--- src/rtl/hpg_pkg.sv ---
package hpg_pkg;

    typedef enum logic [1:0] {
        H_IDLE = 2'd0,
        H_XFER = 2'd1,
        H_READ = 2'd2
    } hmode_e;

    function automatic logic in_win(input int v, input int at, input int len);
        return (v >= at) && (v < at + len);
    endfunction

endpackage

--- src/rtl/hpg_seq.sv ---
module hpg_seq
    import hpg_pkg::*;
#(
    parameter int PIX      = 14,
    parameter int NPULSE   = 541,
    parameter int XFER_LEN = 16,
    localparam int PHW = (PIX > 1) ? $clog2(PIX) : 1,
    localparam int PXW = (NPULSE > 1) ? $clog2(NPULSE) : 1,
    localparam int XW  = (XFER_LEN > 1) ? $clog2(XFER_LEN) : 1
) (
    input  logic           clk,
    input  logic           rst_n,
    input  logic           line_start,
    output hmode_e         mode_q,
    output hmode_e         mode_d,
    output logic [XW-1:0]  xc_d,
    output logic [PHW-1:0] ph_d,
    output logic [PXW-1:0] px_d
);

    typedef struct packed {
        hmode_e         mode;
        logic [XW-1:0]  xc;
        logic [PHW-1:0] ph;
        logic [PXW-1:0] px;
    } seq_st_t;

    seq_st_t st_d, st_q;

    always_comb begin
        st_d = st_q;
        unique case (st_q.mode)
            H_IDLE: begin
                if (line_start) begin
                    st_d.mode = H_XFER;
                    st_d.xc   = '0;
                end
            end
            H_XFER: begin
                if (int'(st_q.xc) == XFER_LEN - 1) begin
                    st_d.mode = H_READ;
                    st_d.ph   = '0;
                    st_d.px   = '0;
                end else begin
                    st_d.xc = st_q.xc + 1'b1;
                end
            end
            H_READ: begin
                if (int'(st_q.ph) == PIX - 1) begin
                    st_d.ph = '0;
                    if (int'(st_q.px) == NPULSE - 1) begin
                        st_d.mode = H_IDLE;
                    end else begin
                        st_d.px = st_q.px + 1'b1;
                    end
                end else begin
                    st_d.ph = st_q.ph + 1'b1;
                end
            end
            default: st_d.mode = H_IDLE;
        endcase
    end

    always_ff @(posedge clk) begin
        if (!rst_n) begin
            st_q <= '0;
        end else begin
            st_q <= st_d;
        end
    end

    assign mode_q = st_q.mode;
    assign mode_d = st_d.mode;
    assign xc_d   = st_d.xc;
    assign ph_d   = st_d.ph;
    assign px_d   = st_d.px;

endmodule

--- src/rtl/hpg_chan.sv ---
module hpg_chan
    import hpg_pkg::*;
#(
    parameter int PIX      = 14,
    parameter int NPULSE   = 541,
    parameter int XFER_LEN = 16,
    parameter int OFF      = 0,
    parameter int RST_AT   = 0,
    parameter int RST_LEN  = 2,
    parameter int CL_AT    = 3,
    parameter int CL_LEN   = 2,
    parameter int SH_AT    = 10,
    parameter int SH_LEN   = 2,
    parameter int DUMMY    = 12,
    parameter int BLACK    = 12,
    localparam int HALF = PIX / 2,
    localparam int PHW  = (PIX > 1) ? $clog2(PIX) : 1,
    localparam int PXW  = (NPULSE > 1) ? $clog2(NPULSE) : 1,
    localparam int XW   = (XFER_LEN > 1) ? $clog2(XFER_LEN) : 1
) (
    input  logic           clk,
    input  logic           rst_n,
    input  hmode_e         mode_i,
    input  logic [XW-1:0]  xc_i,
    input  logic [PHW-1:0] ph_i,
    input  logic [PXW-1:0] px_i,
    output logic           srg_o,
    output logic           rg_o,
    output logic           cl_o,
    output logic           sh_o,
    output logic           dk_o
);

    typedef struct packed {
        logic srg;
        logic rg;
        logic cl;
        logic sh;
        logic dk;
    } chan_out_t;

    chan_out_t o_d, o_q;
    int        lph_c;
    int        idx_c;
    logic      run_c;

    always_comb begin
        // local phase and pixel index as seen from this channel's own grid
        if (int'(ph_i) >= OFF) begin
            lph_c = int'(ph_i) - OFF;
            idx_c = int'(px_i);
        end else begin
            lph_c = int'(ph_i) + PIX - OFF;
            idx_c = int'(px_i) - 1;
        end
        run_c = (mode_i == H_READ) && (idx_c >= 0);

        o_d.srg = ((mode_i == H_XFER) && (int'(xc_i) < XFER_LEN - 1))
                || (run_c && (lph_c < HALF));
        o_d.rg  = run_c && in_win(lph_c, RST_AT, RST_LEN);
        o_d.cl  = run_c && in_win(lph_c, CL_AT, CL_LEN);
        o_d.sh  = run_c && in_win(lph_c, SH_AT, SH_LEN);
        o_d.dk  = run_c && in_win(idx_c, DUMMY, BLACK);
    end

    always_ff @(posedge clk) begin
        if (!rst_n) begin
            o_q <= '0;
        end else begin
            o_q <= o_d;
        end
    end

    assign srg_o = o_q.srg;
    assign rg_o  = o_q.rg;
    assign cl_o  = o_q.cl;
    assign sh_o  = o_q.sh;
    assign dk_o  = o_q.dk;

endmodule

--- src/rtl/hpg_comp.sv ---
module hpg_comp
    import hpg_pkg::*;
#(
    parameter int PIX      = 14,
    parameter int NPULSE   = 541,
    parameter int XFER_LEN = 16,
    parameter int FIRST    = 24,
    parameter int SYNC_AT  = 2,
    parameter int SYNC_LEN = 8,
    localparam int HALF = PIX / 2,
    localparam int PHW  = (PIX > 1) ? $clog2(PIX) : 1,
    localparam int PXW  = (NPULSE > 1) ? $clog2(NPULSE) : 1,
    localparam int XW   = (XFER_LEN > 1) ? $clog2(XFER_LEN) : 1
) (
    input  logic           clk,
    input  logic           rst_n,
    input  hmode_e         mode_i,
    input  logic [XW-1:0]  xc_i,
    input  logic [PHW-1:0] ph_i,
    input  logic [PXW-1:0] px_i,
    output logic           blank_o,
    output logic           sync_o
);

    typedef struct packed {
        logic blank;
        logic sync;
    } comp_out_t;

    comp_out_t c_d, c_q;
    logic      img_c;

    always_comb begin
        // image starts once the later channel reaches its first image element
        img_c = (int'(px_i) > FIRST)
             || ((int'(px_i) == FIRST) && (int'(ph_i) >= HALF));
        c_d.blank = !((mode_i == H_READ) && img_c);
        c_d.sync  = (mode_i == H_XFER) && in_win(int'(xc_i), SYNC_AT, SYNC_LEN);
    end

    always_ff @(posedge clk) begin
        if (!rst_n) begin
            c_q <= '{blank: 1'b1, sync: 1'b0};
        end else begin
            c_q <= c_d;
        end
    end

    assign blank_o = c_q.blank;
    assign sync_o  = c_q.sync;

endmodule

--- src/rtl/hpg_top.sv ---
module hpg_top
    import hpg_pkg::*;
#(
    parameter int PIX      = 14,
    parameter int NPULSE   = 541,
    parameter int XFER_LEN = 16,
    parameter int RST_AT   = 0,
    parameter int RST_LEN  = 2,
    parameter int CL_AT    = 3,
    parameter int CL_LEN   = 2,
    parameter int SH_AT    = 10,
    parameter int SH_LEN   = 2,
    parameter int DUMMY    = 12,
    parameter int BLACK    = 12,
    parameter int SYNC_AT  = 2,
    parameter int SYNC_LEN = 8
) (
    input  logic clk,
    input  logic rst_n,
    input  logic line_start,
    output logic srg_a,
    output logic srg_b,
    output logic rg_a,
    output logic rg_b,
    output logic clamp_a,
    output logic clamp_b,
    output logic samp_a,
    output logic samp_b,
    output logic dark_a,
    output logic dark_b,
    output logic blank,
    output logic sync
);

    localparam int HALF  = PIX / 2;
    localparam int FIRST = DUMMY + BLACK;
    localparam int PHW   = (PIX > 1) ? $clog2(PIX) : 1;
    localparam int PXW   = (NPULSE > 1) ? $clog2(NPULSE) : 1;
    localparam int XW    = (XFER_LEN > 1) ? $clog2(XFER_LEN) : 1;

    hmode_e         seq_mode_q;
    hmode_e         seq_mode_d;
    logic [XW-1:0]  seq_xc_d;
    logic [PHW-1:0] seq_ph_d;
    logic [PXW-1:0] seq_px_d;

    logic [1:0] srg_w, rg_w, cl_w, sh_w, dk_w;

    hpg_seq #(
        .PIX(PIX), .NPULSE(NPULSE), .XFER_LEN(XFER_LEN)
    ) u_seq (
        .clk(clk), .rst_n(rst_n), .line_start(line_start),
        .mode_q(seq_mode_q), .mode_d(seq_mode_d),
        .xc_d(seq_xc_d), .ph_d(seq_ph_d), .px_d(seq_px_d)
    );

    for (genvar c = 0; c < 2; c++) begin : g_chan
        hpg_chan #(
            .PIX(PIX), .NPULSE(NPULSE), .XFER_LEN(XFER_LEN),
            .OFF(c * HALF),
            .RST_AT(RST_AT), .RST_LEN(RST_LEN),
            .CL_AT(CL_AT), .CL_LEN(CL_LEN),
            .SH_AT(SH_AT), .SH_LEN(SH_LEN),
            .DUMMY(DUMMY), .BLACK(BLACK)
        ) u_chan (
            .clk(clk), .rst_n(rst_n),
            .mode_i(seq_mode_d), .xc_i(seq_xc_d),
            .ph_i(seq_ph_d), .px_i(seq_px_d),
            .srg_o(srg_w[c]), .rg_o(rg_w[c]), .cl_o(cl_w[c]),
            .sh_o(sh_w[c]), .dk_o(dk_w[c])
        );
    end

    hpg_comp #(
        .PIX(PIX), .NPULSE(NPULSE), .XFER_LEN(XFER_LEN),
        .FIRST(FIRST), .SYNC_AT(SYNC_AT), .SYNC_LEN(SYNC_LEN)
    ) u_comp (
        .clk(clk), .rst_n(rst_n),
        .mode_i(seq_mode_d), .xc_i(seq_xc_d),
        .ph_i(seq_ph_d), .px_i(seq_px_d),
        .blank_o(blank), .sync_o(sync)
    );

    assign srg_a   = srg_w[0];
    assign srg_b   = srg_w[1];
    assign rg_a    = rg_w[0];
    assign rg_b    = rg_w[1];
    assign clamp_a = cl_w[0];
    assign clamp_b = cl_w[1];
    assign samp_a  = sh_w[0];
    assign samp_b  = sh_w[1];
    assign dark_a  = dk_w[0];
    assign dark_b  = dk_w[1];

endmodule

--- config.mk ---
export PLATFORM = sky130hd
export DESIGN_NAME = hpg_top
export DESIGN_NICKNAME = d
export VERILOG_FILES = /design/src/rtl/hpg_pkg.sv /design/src/rtl/hpg_seq.sv /design/src/rtl/hpg_chan.sv /design/src/rtl/hpg_comp.sv /design/src/rtl/hpg_top.sv
export SDC_FILE = /design/constraint.sdc
export NUM_CORES = 1
export LEC_CHECK = 0
export ABC_AREA = 1
export CAP_MARGIN = 10
export CORE_MARGIN = 2
export CORE_UTILIZATION = 32
export DETAILED_ROUTE_END_ITERATION = 6
export PLACE_DENSITY = 0.46
export SLEW_MARGIN = 20
export SYNTH_ARGS = -nofsm -noshare
export SYNTH_HDL_FRONTEND = slang
export SYNTH_SLANG_ARGS = --single-unit
--- constraint.sdc ---
create_clock -name clk -period 4.65 [get_ports clk]
set_input_delay 0.93 -clock clk [delete_from_list [all_inputs] [get_ports clk]]
set_output_delay 0.93 -clock clk [all_outputs]
set_load 0.02 [all_outputs]
==> impl_metrics.tcl, run 1 <==
set metrics [dict create \
    run_status "complete, no violations" \
    viasPerCell 4.655 \
    drt_iter0_drc 153 \
    critical_path.reg2reg.endpoint "g_chan[1].u_chan.srg_o" \
    tritoncts_clock_tree "yes" \
    min-delay-path-class "register to register" \
    finalHoldViolCount 0 \
    post_layout_nonfiller_instances 478 \
    core-area_um2 7607 \
    grt_pass1_vias 2200 \
    htreeDepth 2 \
    fin_worst_skew_ps 6.386 \
    postCtsHoldBufs 0 \
    post_cts_resize_count 0 \
    detail-route-antenna-nets 0 \
    hold_ws_ps 574.5 \
    power.density_cell_area_nw_per_um2 198.3 \
    grt_start_max_net_pins 21 \
    max-cap-violations 0 \
    timing.critical_path.fanout_max 9 \
    floorplan.die.height_um 91.86 \
    design.portCount 15 \
    post_synth_instance_area_um2 2470 \
    totalNegativeSetupSlack_ps 0 \
    routed_wire_length_per_instance_um 12.25 \
    detailed_place_hpwl_um 4546 \
    cts_made_buffers 5 \
    worst_hold_path.num_cells 2 \
    dp.cells 470 \
    final_layout_size_suffix_gt1_frac 0.1356 \
    tightest_slew_ps 677.2 \
    sequential_to_total_area_share_from_yosys_stat 0.2594 \
    initial_core_util 0.3247 \
    setup.worst_path.class "register to register" \
    synth-edff-count 0 \
    ctsRootBufferMaster "sky130_fd_sc_hd__clkbuf_8" \
    cts_post_setup_buffers_inserted 0 \
    clk_pin_slew_ps 70 \
    rsz0062_at_grt "false" \
    numClockSinks 32 \
    leakage_nw 1.288 \
    worstReg2RegStart "u_seq.mode_q[0]" \
    timing.reg2reg.worst_path_depth 19 \
    hold-path-endpoint "u_seq.st_q[15]" \
    design.final.nets 396 \
    asyncSetResetFlopFracSynth 0 \
    start_kind "register" \
    grt_overflow 0 \
    syn-instance-count 357 \
    clock_latency_of_the_later_clocked_register_in_the_worst_skew_pair_ps 290 \
    vdd_drop_max_uv 123.1 \
    layout-area-overhead-vs-synth_pct 13.93 \
    synth_warnings 0 \
    synth_flop_cell "sky130_fd_sc_hd__dfxtp_1" \
    clockBufferDepth 2 \
    die_width_um 91.86 \
    globalplace.congestion 0.8273 \
    max-slew-margin-rel 0.5481 \
    fill_cells 843 \
    worstSetupEndpointType "register" \
    fp-row-count 32 \
    grt_first_pass_wirelength_um 10140 \
    antenna_cells_inserted 0 \
    setup_viol_count_final 0 \
    synth-seq-cells 32 \
    max_clock_freq_ghz 0.3183 \
    synthesis.area_per_instance_um2 6.918 \
    mappedNetlistNets 378 \
    number_of_antenna_violations_at_the_first_check_in_global_routing 0 \
    fin_crit_sh 0.6755 \
    route.final.wire_length_um 5854 \
    worst-r2r-setup-slack_ps 1510 \
    place.port_buffers 14 \
    global_route_total_usage_across_every_layer 0.1509 \
    vias 2225 \
    worstPathArrival_ps 3310 \
    dieArea_um2 8437 \
    critical_path_required_ps 4820 \
    drcViolationCount 0 \
    timing.final.crit_period_ps 3141 \
    post_synth_num_cell_types 44 \
    drt_first_pass_iters 5 \
    hp-start "u_seq.st_q[15]" \
    final_max_slew_viol_count 0 \
]
worst max-delay path: stages, from the launching register on:
cell and delay, ps:
sky130_fd_sc_hd__dfxtp_1 350, sky130_fd_sc_hd__inv_1 80, sky130_fd_sc_hd__ha_1 410, sky130_fd_sc_hd__nand2_2 130, sky130_fd_sc_hd__inv_4 80, sky130_fd_sc_hd__nand2_4 90
sky130_fd_sc_hd__nor2_1 50, sky130_fd_sc_hd__a21oi_2 340, sky130_fd_sc_hd__inv_1 180, sky130_fd_sc_hd__ha_1 330, sky130_fd_sc_hd__nand2_1 100, sky130_fd_sc_hd__o21ai_0 80
sky130_fd_sc_hd__a21oi_1 130, sky130_fd_sc_hd__ha_1 240, sky130_fd_sc_hd__nand2_1 70, sky130_fd_sc_hd__nand2_1 80, sky130_fd_sc_hd__nand3_2 80, sky130_fd_sc_hd__o21bai_1 70
sky130_fd_sc_hd__nand2_1 80, sky130_fd_sc_hd__nand2_1 50
cell usage after synthesis, types with 2 or more instances:
master	n	area (um^2)
sky130_fd_sc_hd__o211ai_1	2	15.01
sky130_fd_sc_hd__nand3_2	3	30.03
sky130_fd_sc_hd__a21oi_2	3	26.28
sky130_fd_sc_hd__ha_1	18	225.2
sky130_fd_sc_hd__o21ai_0	13	65.06
sky130_fd_sc_hd__xnor2_1	2	17.52
sky130_fd_sc_hd__nand2_8	2	40.04
sky130_fd_sc_hd__nand2_1	72	270.3
sky130_fd_sc_hd__nor2_4	2	22.52
sky130_fd_sc_hd__nand3_4	4	70.07
sky130_fd_sc_hd__dfxtp_1	32	640.6
sky130_fd_sc_hd__nor2_1	52	195.2
sky130_fd_sc_hd__nand3b_1	3	22.52
sky130_fd_sc_hd__a21oi_1	3	15.01
sky130_fd_sc_hd__nand2_4	4	45.04
sky130_fd_sc_hd__nand2_2	13	81.33
sky130_fd_sc_hd__nor3_1	5	25.02
sky130_fd_sc_hd__nand4_1	8	50.05
sky130_fd_sc_hd__nand3_1	38	190.2
sky130_fd_sc_hd__a22oi_1	2	15.01
sky130_fd_sc_hd__a21oi_4	2	32.53
sky130_fd_sc_hd__clkinv_1	2	7.510
sky130_fd_sc_hd__inv_1	51	191.4
sequential cells by signal, summed over array words and instances (netlist names):
| name | count |
|---|---|
| u_seq.st_q | 18 |
| u_seq.mode_q | 2 |
| u_comp.sync_o | 1 |
| g_chan.u_chan.cl_o | 2 |
| g_chan.u_chan.sh_o | 2 |
| g_chan.u_chan.rg_o | 2 |
| g_chan.u_chan.dk_o | 2 |
| u_comp.blank_o | 1 |
| g_chan.u_chan.srg_o | 2 |
through the flow:
stage | area, um^2 | power [mW] | setup WS [ps] | util
6_report | 2814 | 0.5581 | 1509 | 0.3699
5_1_grt | 2814 | 0.5871 | 1190 | 0.3699
4_1_cts | 2814 | 0.5702 | 1467 | 0.3699
3_5_place_dp | 2721 | 0.3414 | 1490 | 0.3577
3_3_place_gp | 2721 | 0.3419 | 1515 | 0.3577
2_1_floorplan | 2470 | 0.3254 | 1952 | -
final cells by class:
cell class,instances,area (um^2),area share
sequential,32,640.6,0.2277
multi-input combinational,266,1593,0.5660
inverter,56,220.2,0.07826
clock buffer,6,82.58,0.02935
timing repair buffer,14,140.1,0.04980
clock inverter,2,10.01,0.003557
tap,102,127.6,0.04535
worst max path at each step:
| stage | from | end | slack (ps) | depth (start not counted) |
|---|---|---|---|---|
| after CTS | u_seq.mode_q[0] | g_chan[1].u_chan.cl_o | 1470 | 18 |
| final | u_seq.mode_q[0] | g_chan[1].u_chan.srg_o | 1510 | 19 |
| after detailed placement | u_seq.mode_q[0] | g_chan[1].u_chan.srg_o | 1490 | 19 |
| after global placement | u_seq.mode_q[0] | g_chan[1].u_chan.srg_o | 1520 | 19 |
| after global routing | u_seq.mode_q[0] | g_chan[1].u_chan.srg_o | 1190 | 19 |
| after floorplan | u_seq.mode_q[0] | g_chan[1].u_chan.sh_o | 1950 | 19 |
logic make-up after synthesis:
logic type	synth area share
compound gates	0.1094
xor+xnor	0.01064
fa+ha+maj	0.09119
buf+inv	0.09574
flops	0.2594
simple gates	0.4336
layer usage:
layer	routed length [um]	global-route usage
met1	2927	0.1978
met2	2656	0.2482
met3	165	0.02301
met4	105	0.06095
met5	0	0
power breakdown:
part	internal, mW	leakage (nW)	switching (mW)
Clock	0.118	0.0510	0.106
Combinational	0.0180	0.979	0.0357
Sequential	0.278	0.259	0.00225
Total	0.414	1.29	0.144
layout by cell type (no fill, tap or decap), types with 3 or more instances in the layout:
cell / instances
sky130_fd_sc_hd__nand2_1: 72
sky130_fd_sc_hd__nor2_1: 52
sky130_fd_sc_hd__inv_1: 51
sky130_fd_sc_hd__nand3_1: 38
sky130_fd_sc_hd__dfxtp_1: 32
sky130_fd_sc_hd__ha_1: 18
sky130_fd_sc_hd__clkdlybuf4s50_1: 14
sky130_fd_sc_hd__nand2_2: 13
sky130_fd_sc_hd__o21ai_0: 13
sky130_fd_sc_hd__nand4_1: 8
sky130_fd_sc_hd__clkbuf_8: 6
sky130_fd_sc_hd__nor3_1: 5
sky130_fd_sc_hd__nand3_4: 4
sky130_fd_sc_hd__nand2_4: 4
sky130_fd_sc_hd__a21oi_2: 3
sky130_fd_sc_hd__a21oi_1: 3
sky130_fd_sc_hd__nand3_2: 3
sky130_fd_sc_hd__nand3b_1: 3
Power figures use the tool's default switching activity.
==> inputs of run 2 (changes only) <==
--- a/config.mk
+++ b/config.mk
@@ -10,7 +10,7 @@
 export CORE_MARGIN = 2
 export CORE_UTILIZATION = 32
 export DETAILED_ROUTE_END_ITERATION = 6
-export PLACE_DENSITY = 0.46
+export PLACE_DENSITY = 0.48
 export SLEW_MARGIN = 20
 export SYNTH_ARGS = -nofsm -noshare
 export SYNTH_HDL_FRONTEND = slang
==> constraint.sdc (replaced) <==
create_clock -name clk -period 2.5 [get_ports clk]
set_input_delay 0.5 -clock clk [delete_from_list [all_inputs] [get_ports clk]]
set_output_delay 0.5 -clock clk [all_outputs]
set_load 0.02 [all_outputs]
==> run 2 against run 1 <==
Flip-flop and latch count unchanged. Design area increased by 19%. Via count is 8.9% higher. Clock-buffer cell count is 2 higher. Global-route usage rose by 0.67 points. Clock power grew 80%. Sequential power increased by 86%. Final cell count up 12%. Worst setup slack worse by 1500 ps. Die area is the same. Hold slack improved by 25 ps. Maximum frequency is 27% higher. Largest cell class unchanged.
==> impl_metrics.tcl, run 2 (synthesis results as in run 1) <==
set metrics [dict create \
    postCtsHoldBufs 0 \
    die_width_um 91.86 \
    drt_first_pass_iters 4 \
    number_of_antenna_violations_at_the_first_check_in_global_routing 0 \
    layout-area-overhead-vs-synth_pct 35.26 \
    swShare 0.2432 \
    timing.final.crit_period_ps 2476 \
    run_status "complete, no violations" \
    layout_commonest_cell "sky130_fd_sc_hd__nand2_1" \
    worstReg2RegStart "u_seq.mode_q[0]" \
    finalWorstSetupSlack_ps 24.34 \
    report.power.total_mw 1.054 \
    max-cap-violations 0 \
    globalplace.congestion 0.8338 \
    detailed_place.area_um2 3166 \
    crit_path_cell_trace "inv_4, ha_4, nand2_4, inv_6, nand2_4, nor2_4, a21oi_4, inv_2, ha_4, nand2_2, o21ai_1, a21oi_1, ha_1, nand2_1, nand2_2, nand3_2, nor3_2, nand3_1, nor2_1" \
    critical_path_cell_count 19 \
    worst-r2r-setup-slack_ps 20 \
    totalNegativeSetupSlack_ps 0 \
    timing.critical_path.max_delay_family "adder cells" \
    fill_cells 802 \
    max_ffs_per_register 18 \
    leakage_nw 1.579 \
    final_util 0.4391 \
    clock_power_share 0.383 \
    ctsRootBufferMaster "sky130_fd_sc_hd__clkbuf_8" \
    max-slew-margin-rel 0.7333 \
    drt_iter0_drc 92 \
    worstPathArrival_ps 2690 \
    hp-start "u_seq.st_q[9]" \
    initial_core_util 0.3247 \
    design.portCount 15 \
    min-delay-path-class "register to register" \
    setup.worst_path.class "register to register" \
    core-area_um2 7607 \
    routed_wire_length_per_instance_um 11.30 \
    design.final.nets 455 \
    fin_worst_skew_ps 3.850 \
    final_max_slew_viol_count 0 \
    max_clock_freq_ghz 0.4039 \
    htreeDepth 2 \
    critical_path_required_ps 2720 \
    detail-route-antenna-nets 0 \
    grt_first_pass_wirelength_um 10840 \
    comb_power_share 0.122 \
    top_register "u_seq.st_q" \
    clock_latency_of_the_later_clocked_register_in_the_worst_skew_pair_ps 280 \
    fin_crit_sh 0.9903 \
    rsz0062_at_grt "true" \
    power.density_cell_area_nw_per_um2 315.4 \
    dp.cells 522 \
    worstSetupEndpointType "register" \
    dieArea_um2 8437 \
    clk_pin_slew_ps 60 \
    cts_made_buffers 5 \
    tightest_slew_ps 395.1 \
    critical_path_buf_inv_count 3 \
    detailed_place_hpwl_um 5008 \
    vdd_drop_max_uv 192.2 \
    floorplan.die.height_um 91.86 \
    place_ws_ps -37.53 \
    hold_ws_ps 599.8 \
    internal_power_mw 0.7973 \
    route.final.wire_length_um 6068 \
    grt_overflow 0 \
    numClockSinks 32 \
    tritoncts_clock_tree "yes" \
    grt_start_max_net_pins 13 \
    setup.worst_path.start "u_seq.mode_q[0]" \
    crit_slowest_cell "sky130_fd_sc_hd__dfxtp_2" \
    critical_path.reg2reg.endpoint "g_chan[1].u_chan.sh_o" \
    most-common-layout-cells "70 x sky130_fd_sc_hd__nand2_1, 59 x sky130_fd_sc_hd__buf_4, 51 x sky130_fd_sc_hd__nor2_1" \
    grt_pass1_vias 2371 \
    p_sw_mw 0.2563 \
    setup_viol_count_final 0 \
    drcViolationCount 0 \
    antenna_cells_inserted 0 \
    timing.critical_path.slowest_cell_delay_ps 350 \
    start_kind "register" \
    place.port_buffers 14 \
    final_layout_size_suffix_gt1_frac 0.2920 \
    worstSetupEndpoint "g_chan[1].u_chan.sh_o" \
    global_route_total_usage_across_every_layer 0.1576 \
    fp-row-count 32 \
    clockBufferDepth 2 \
    final_design_area_no_fill_um2 3341 \
    vias 2423 \
    post_layout_nonfiller_instances 537 \
    power.share.sequential 0.495 \
    timing.critical_path.fanout_max 5 \
    finalHoldViolCount 0 \
    timing.reg2reg.worst_path_depth 19 \
    viasPerCell 4.512 \
]
run 2: worst min-delay path by stage:
stage | endpoint | cells after the start
floorplan | u_seq.st_q[15] | 2
global placement | u_seq.st_q[9] | 2
detailed placement | u_seq.st_q[9] | 2
CTS | u_seq.st_q[9] | 2
global route | u_seq.st_q[9] | 2
finish | u_seq.st_q[9] | 2
run 2: worst min-delay path, cell delays in order, from the launching register on:
cell	delay (ps)
sky130_fd_sc_hd__dfxtp_1	350
sky130_fd_sc_hd__a22oi_1	120
sky130_fd_sc_hd__nor2_1	90
run 2: repair_timing:
item / in CTS / in global routing
setup endpoints to repair: 2 / 5
buffers inserted: 3 / 4
pin swaps: 5 / 11
resized for setup: 4 / 10
run 2: area by class of cell:
class | instances | area [um^2] | share of cell area
multi-input cells | 266 | 1668 | 0.4993
flip-flops and latches | 32 | 644.4 | 0.1929
repair buffers | 73 | 583.1 | 0.1745
inverters | 56 | 227.7 | 0.06816
well taps | 102 | 127.6 | 0.03820
clock buffers | 8 | 90.09 | 0.02697
run 2: power by group through the flow:
stage | Clock, mW | Sequential [mW] | Combinational (mW)
global placement | 0 | 0.532 | 0.130
CTS | 0.424 | 0.521 | 0.130
detailed placement | 0 | 0.532 | 0.130
floorplan | 0 | 0.538 | 0.0731
global route | 0.442 | 0.522 | 0.145
finish | 0.403 | 0.522 | 0.129
run 2: metal layers:
metal  part of all wire  up-vias  GRT usage
li1                   -     1308          -
met1               0.50     1078     0.2065
met2               0.46       29     0.2653
met3              0.018        8    0.02301
met4              0.018        0    0.05224
met5                  0        -          0
==> inputs of run 3 (changes only) <==
--- a/config.mk
+++ b/config.mk
@@ -11,6 +11,7 @@
 export CORE_UTILIZATION = 32
 export DETAILED_ROUTE_END_ITERATION = 6
 export PLACE_DENSITY = 0.48
+export RECOVER_POWER = 50
 export SLEW_MARGIN = 20
 export SYNTH_ARGS = -nofsm -noshare
 export SYNTH_HDL_FRONTEND = slang
==> run 3 against run 2 <==
Clock skew about the same. Design area decreased by 0.22%. Sequential share of layout area about the same. Non-clock buffer count unchanged. Final cell count unchanged. Maximum frequency about the same. Utilization decreased by 0.099 points. Clock-buffer cell count unchanged. Sequential power about the same. Worst setup slack about the same. Combinational power decreased by 3%. Hold slack improved by 0.72 ps.
==> impl_metrics.tcl, run 3 (synthesis results as in run 1) <==
set metrics [dict create \
    final_max_slew_viol_count 0 \
    fin_worst_skew_ps 4.195 \
    cts_made_buffers 5 \
    global_route_total_usage_across_every_layer 0.1576 \
    power.density_cell_area_nw_per_um2 314.9 \
    route.final.wire_length_um 6051 \
    drcViolationCount 0 \
    clockBufferDepth 2 \
    timing.final.crit_period_ps 2476 \
    internal_power_mw 0.7946 \
    place.port_buffers 14 \
    initial_core_util 0.3247 \
    number_of_antenna_violations_at_the_first_check_in_global_routing 0 \
    fin_crit_sh 0.9903 \
    min-delay-path-class "register to register" \
    hold-path-endpoint "u_seq.st_q[9]" \
    max-cap-violations 0 \
    post_layout_nonfiller_instances 537 \
    layout-area-overhead-vs-synth_pct 34.95 \
    globalplace.congestion 0.8338 \
    max_clock_freq_ghz 0.4039 \
    timing.reg2reg.worst_path_depth 19 \
    worstPathArrival_ps 2690 \
    rsz0062_at_grt "true" \
    grt_pass1_vias 2371 \
    detailed_place_hpwl_um 5008 \
    viasPerCell 4.514 \
    comb_power_share 0.119 \
    die_width_um 91.86 \
    fp-row-count 32 \
    final_layout_size_suffix_gt1_frac 0.2874 \
    worst-r2r-setup-slack_ps 20 \
    clk_pin_slew_ps 60 \
    swShare 0.2429 \
    p_sw_mw 0.2550 \
    design.final.nets 455 \
    setup.worst_path.class "register to register" \
    vdd_drop_max_uv 192.0 \
    worstReg2RegStart "u_seq.mode_q[0]" \
    leakage_nw 1.605 \
    drt_first_pass_iters 4 \
    dieArea_um2 8437 \
    design.portCount 15 \
    power.share.sequential 0.497 \
    postCtsHoldBufs 0 \
    timing.critical_path.fanout_max 5 \
    hp-start "u_seq.st_q[9]" \
    grt_overflow 0 \
    detail-route-antenna-nets 0 \
    ctsRootBufferMaster "sky130_fd_sc_hd__clkbuf_8" \
    grt_first_pass_wirelength_um 10840 \
    clock_power_share 0.384 \
    critical_path.reg2reg.endpoint "g_chan[1].u_chan.sh_o" \
    core-area_um2 7607 \
    dp.cells 522 \
    worstSetupEndpointType "register" \
    max-slew-margin-rel 0.6553 \
    detailroute.wirelength.met2_um 2814 \
    run_status "complete, no violations" \
    worst_hold_path.num_cells 2 \
    max_ffs_per_register 18 \
    antenna_cells_inserted 0 \
    detailroute.wirelength.met3_um 103 \
    setup_viol_count_final 0 \
    most-common-layout-cells "70 x sky130_fd_sc_hd__nand2_1, 58 x sky130_fd_sc_hd__buf_4, 51 x sky130_fd_sc_hd__nor2_1" \
    tritoncts_clock_tree "yes" \
    top_register "u_seq.st_q" \
    max_used_layer "met4" \
    routed_wire_length_per_instance_um 11.27 \
    tightest_slew_ps 517.0 \
    drt_iter0_drc 74 \
    vias 2424 \
    clock_latency_of_the_later_clocked_register_in_the_worst_skew_pair_ps 280 \
    floorplan.die.height_um 91.86 \
    htreeDepth 2 \
    met1Wirelength_um 3024 \
    numClockSinks 32 \
    finalHoldViolCount 0 \
    layout_commonest_cell "sky130_fd_sc_hd__nand2_1" \
    critical_path_required_ps 2720 \
    grt_start_max_net_pins 13 \
    final_util 0.4382 \
    start_kind "register" \
]
run 3: cell count changes in the layout (fill, tap and decap cells not counted):
cell | previous run | this run
sky130_fd_sc_hd__clkbuf_1 | 2 | 3
sky130_fd_sc_hd__a21oi_1 | 3 | 4
sky130_fd_sc_hd__buf_4 | 59 | 58
sky130_fd_sc_hd__a21oi_2 | 2 | 1
sky130_fd_sc_hd__dlygate4sd3_1 | 0 | 11
sky130_fd_sc_hd__clkdlybuf4s50_1 | 14 | 3
run 3: layer usage:
metal / global-route usage / up-vias
met1: 0.2065 / 1082
met4: 0.05224 / 0
li1: - / 1309
met5: 0 / -
met3: 0.02301 / 8
met2: 0.2653 / 25
run 3: critical path: stages (launching register included):
cell and delay, ps:
sky130_fd_sc_hd__dfxtp_2 350, sky130_fd_sc_hd__inv_4 50, sky130_fd_sc_hd__ha_4 260, sky130_fd_sc_hd__nand2_4 80, sky130_fd_sc_hd__inv_6 30, sky130_fd_sc_hd__nand2_4 70, sky130_fd_sc_hd__nor2_4 40, sky130_fd_sc_hd__a21oi_4 160
sky130_fd_sc_hd__inv_2 90, sky130_fd_sc_hd__ha_4 280, sky130_fd_sc_hd__nand2_2 40, sky130_fd_sc_hd__o21ai_1 70, sky130_fd_sc_hd__a21oi_1 60, sky130_fd_sc_hd__ha_1 280, sky130_fd_sc_hd__nand2_1 50, sky130_fd_sc_hd__nand2_2 70
sky130_fd_sc_hd__nand3_2 70, sky130_fd_sc_hd__nor3_2 170, sky130_fd_sc_hd__nand3_1 90, sky130_fd_sc_hd__nor2_1 100
run 3: cell type report:
type	count	area (um^2)
repair buffers	73	579.3
well taps	102	127.6
multi-input cells	266	1664
inverters	56	227.7
flip-flops and latches	32	644.4
fillers	802	4274
clock buffers	8	90.09
run 3: per-stage QoR:
stage	instance area, um^2	TNS [ps]	hold WS [ps]	setup slack [ps]	total power [mW]
after detailed placement	3166	-71.97	593.1	-37.53	0.6625
final	3333	0	600.6	24.22	1.050
after floorplan	2527	0	513.5	12.88	0.6116
after CTS	3283	0	606.0	1.829	1.074
after global placement	3166	-39.67	595.4	-39.67	0.6627
after global routing	3333	-717.4	661.2	-173.0	1.105
run 3: worst max-delay path by stage:
stage	slack (ps)	cells past startpoint	start	to
after detailed placement	-40	18	u_seq.mode_q[1]	g_chan[1].u_chan.sh_o
after global routing	-170	19	u_seq.mode_q[0]	g_chan[1].u_chan.sh_o
after CTS	2	17	u_seq.mode_q[0]	g_chan[1].u_chan.srg_o
after global placement	-40	17	u_seq.mode_q[1]	g_chan[1].u_chan.srg_o
final	20	19	u_seq.mode_q[0]	g_chan[1].u_chan.sh_o
after floorplan	10	20	u_seq.mode_q[0]	g_chan[1].u_chan.sh_o
run 3: timing repair:
action	4_1_cts	5_1_grt
gates resized for setup	4	10
buffers inserted	3	4
pin swaps	5	11
setup endpoints to repair	2	5
run 3: power by group through the flow:
stage / registers (mW) / clock network (mW) / logic, mW
3_5_place_dp: 0.532 / 0 / 0.130
5_1_grt: 0.522 / 0.442 / 0.141
2_1_floorplan: 0.538 / 0 / 0.0731
4_1_cts: 0.521 / 0.424 / 0.130
6_report: 0.521 / 0.403 / 0.125
3_3_place_gp: 0.532 / 0 / 0.130
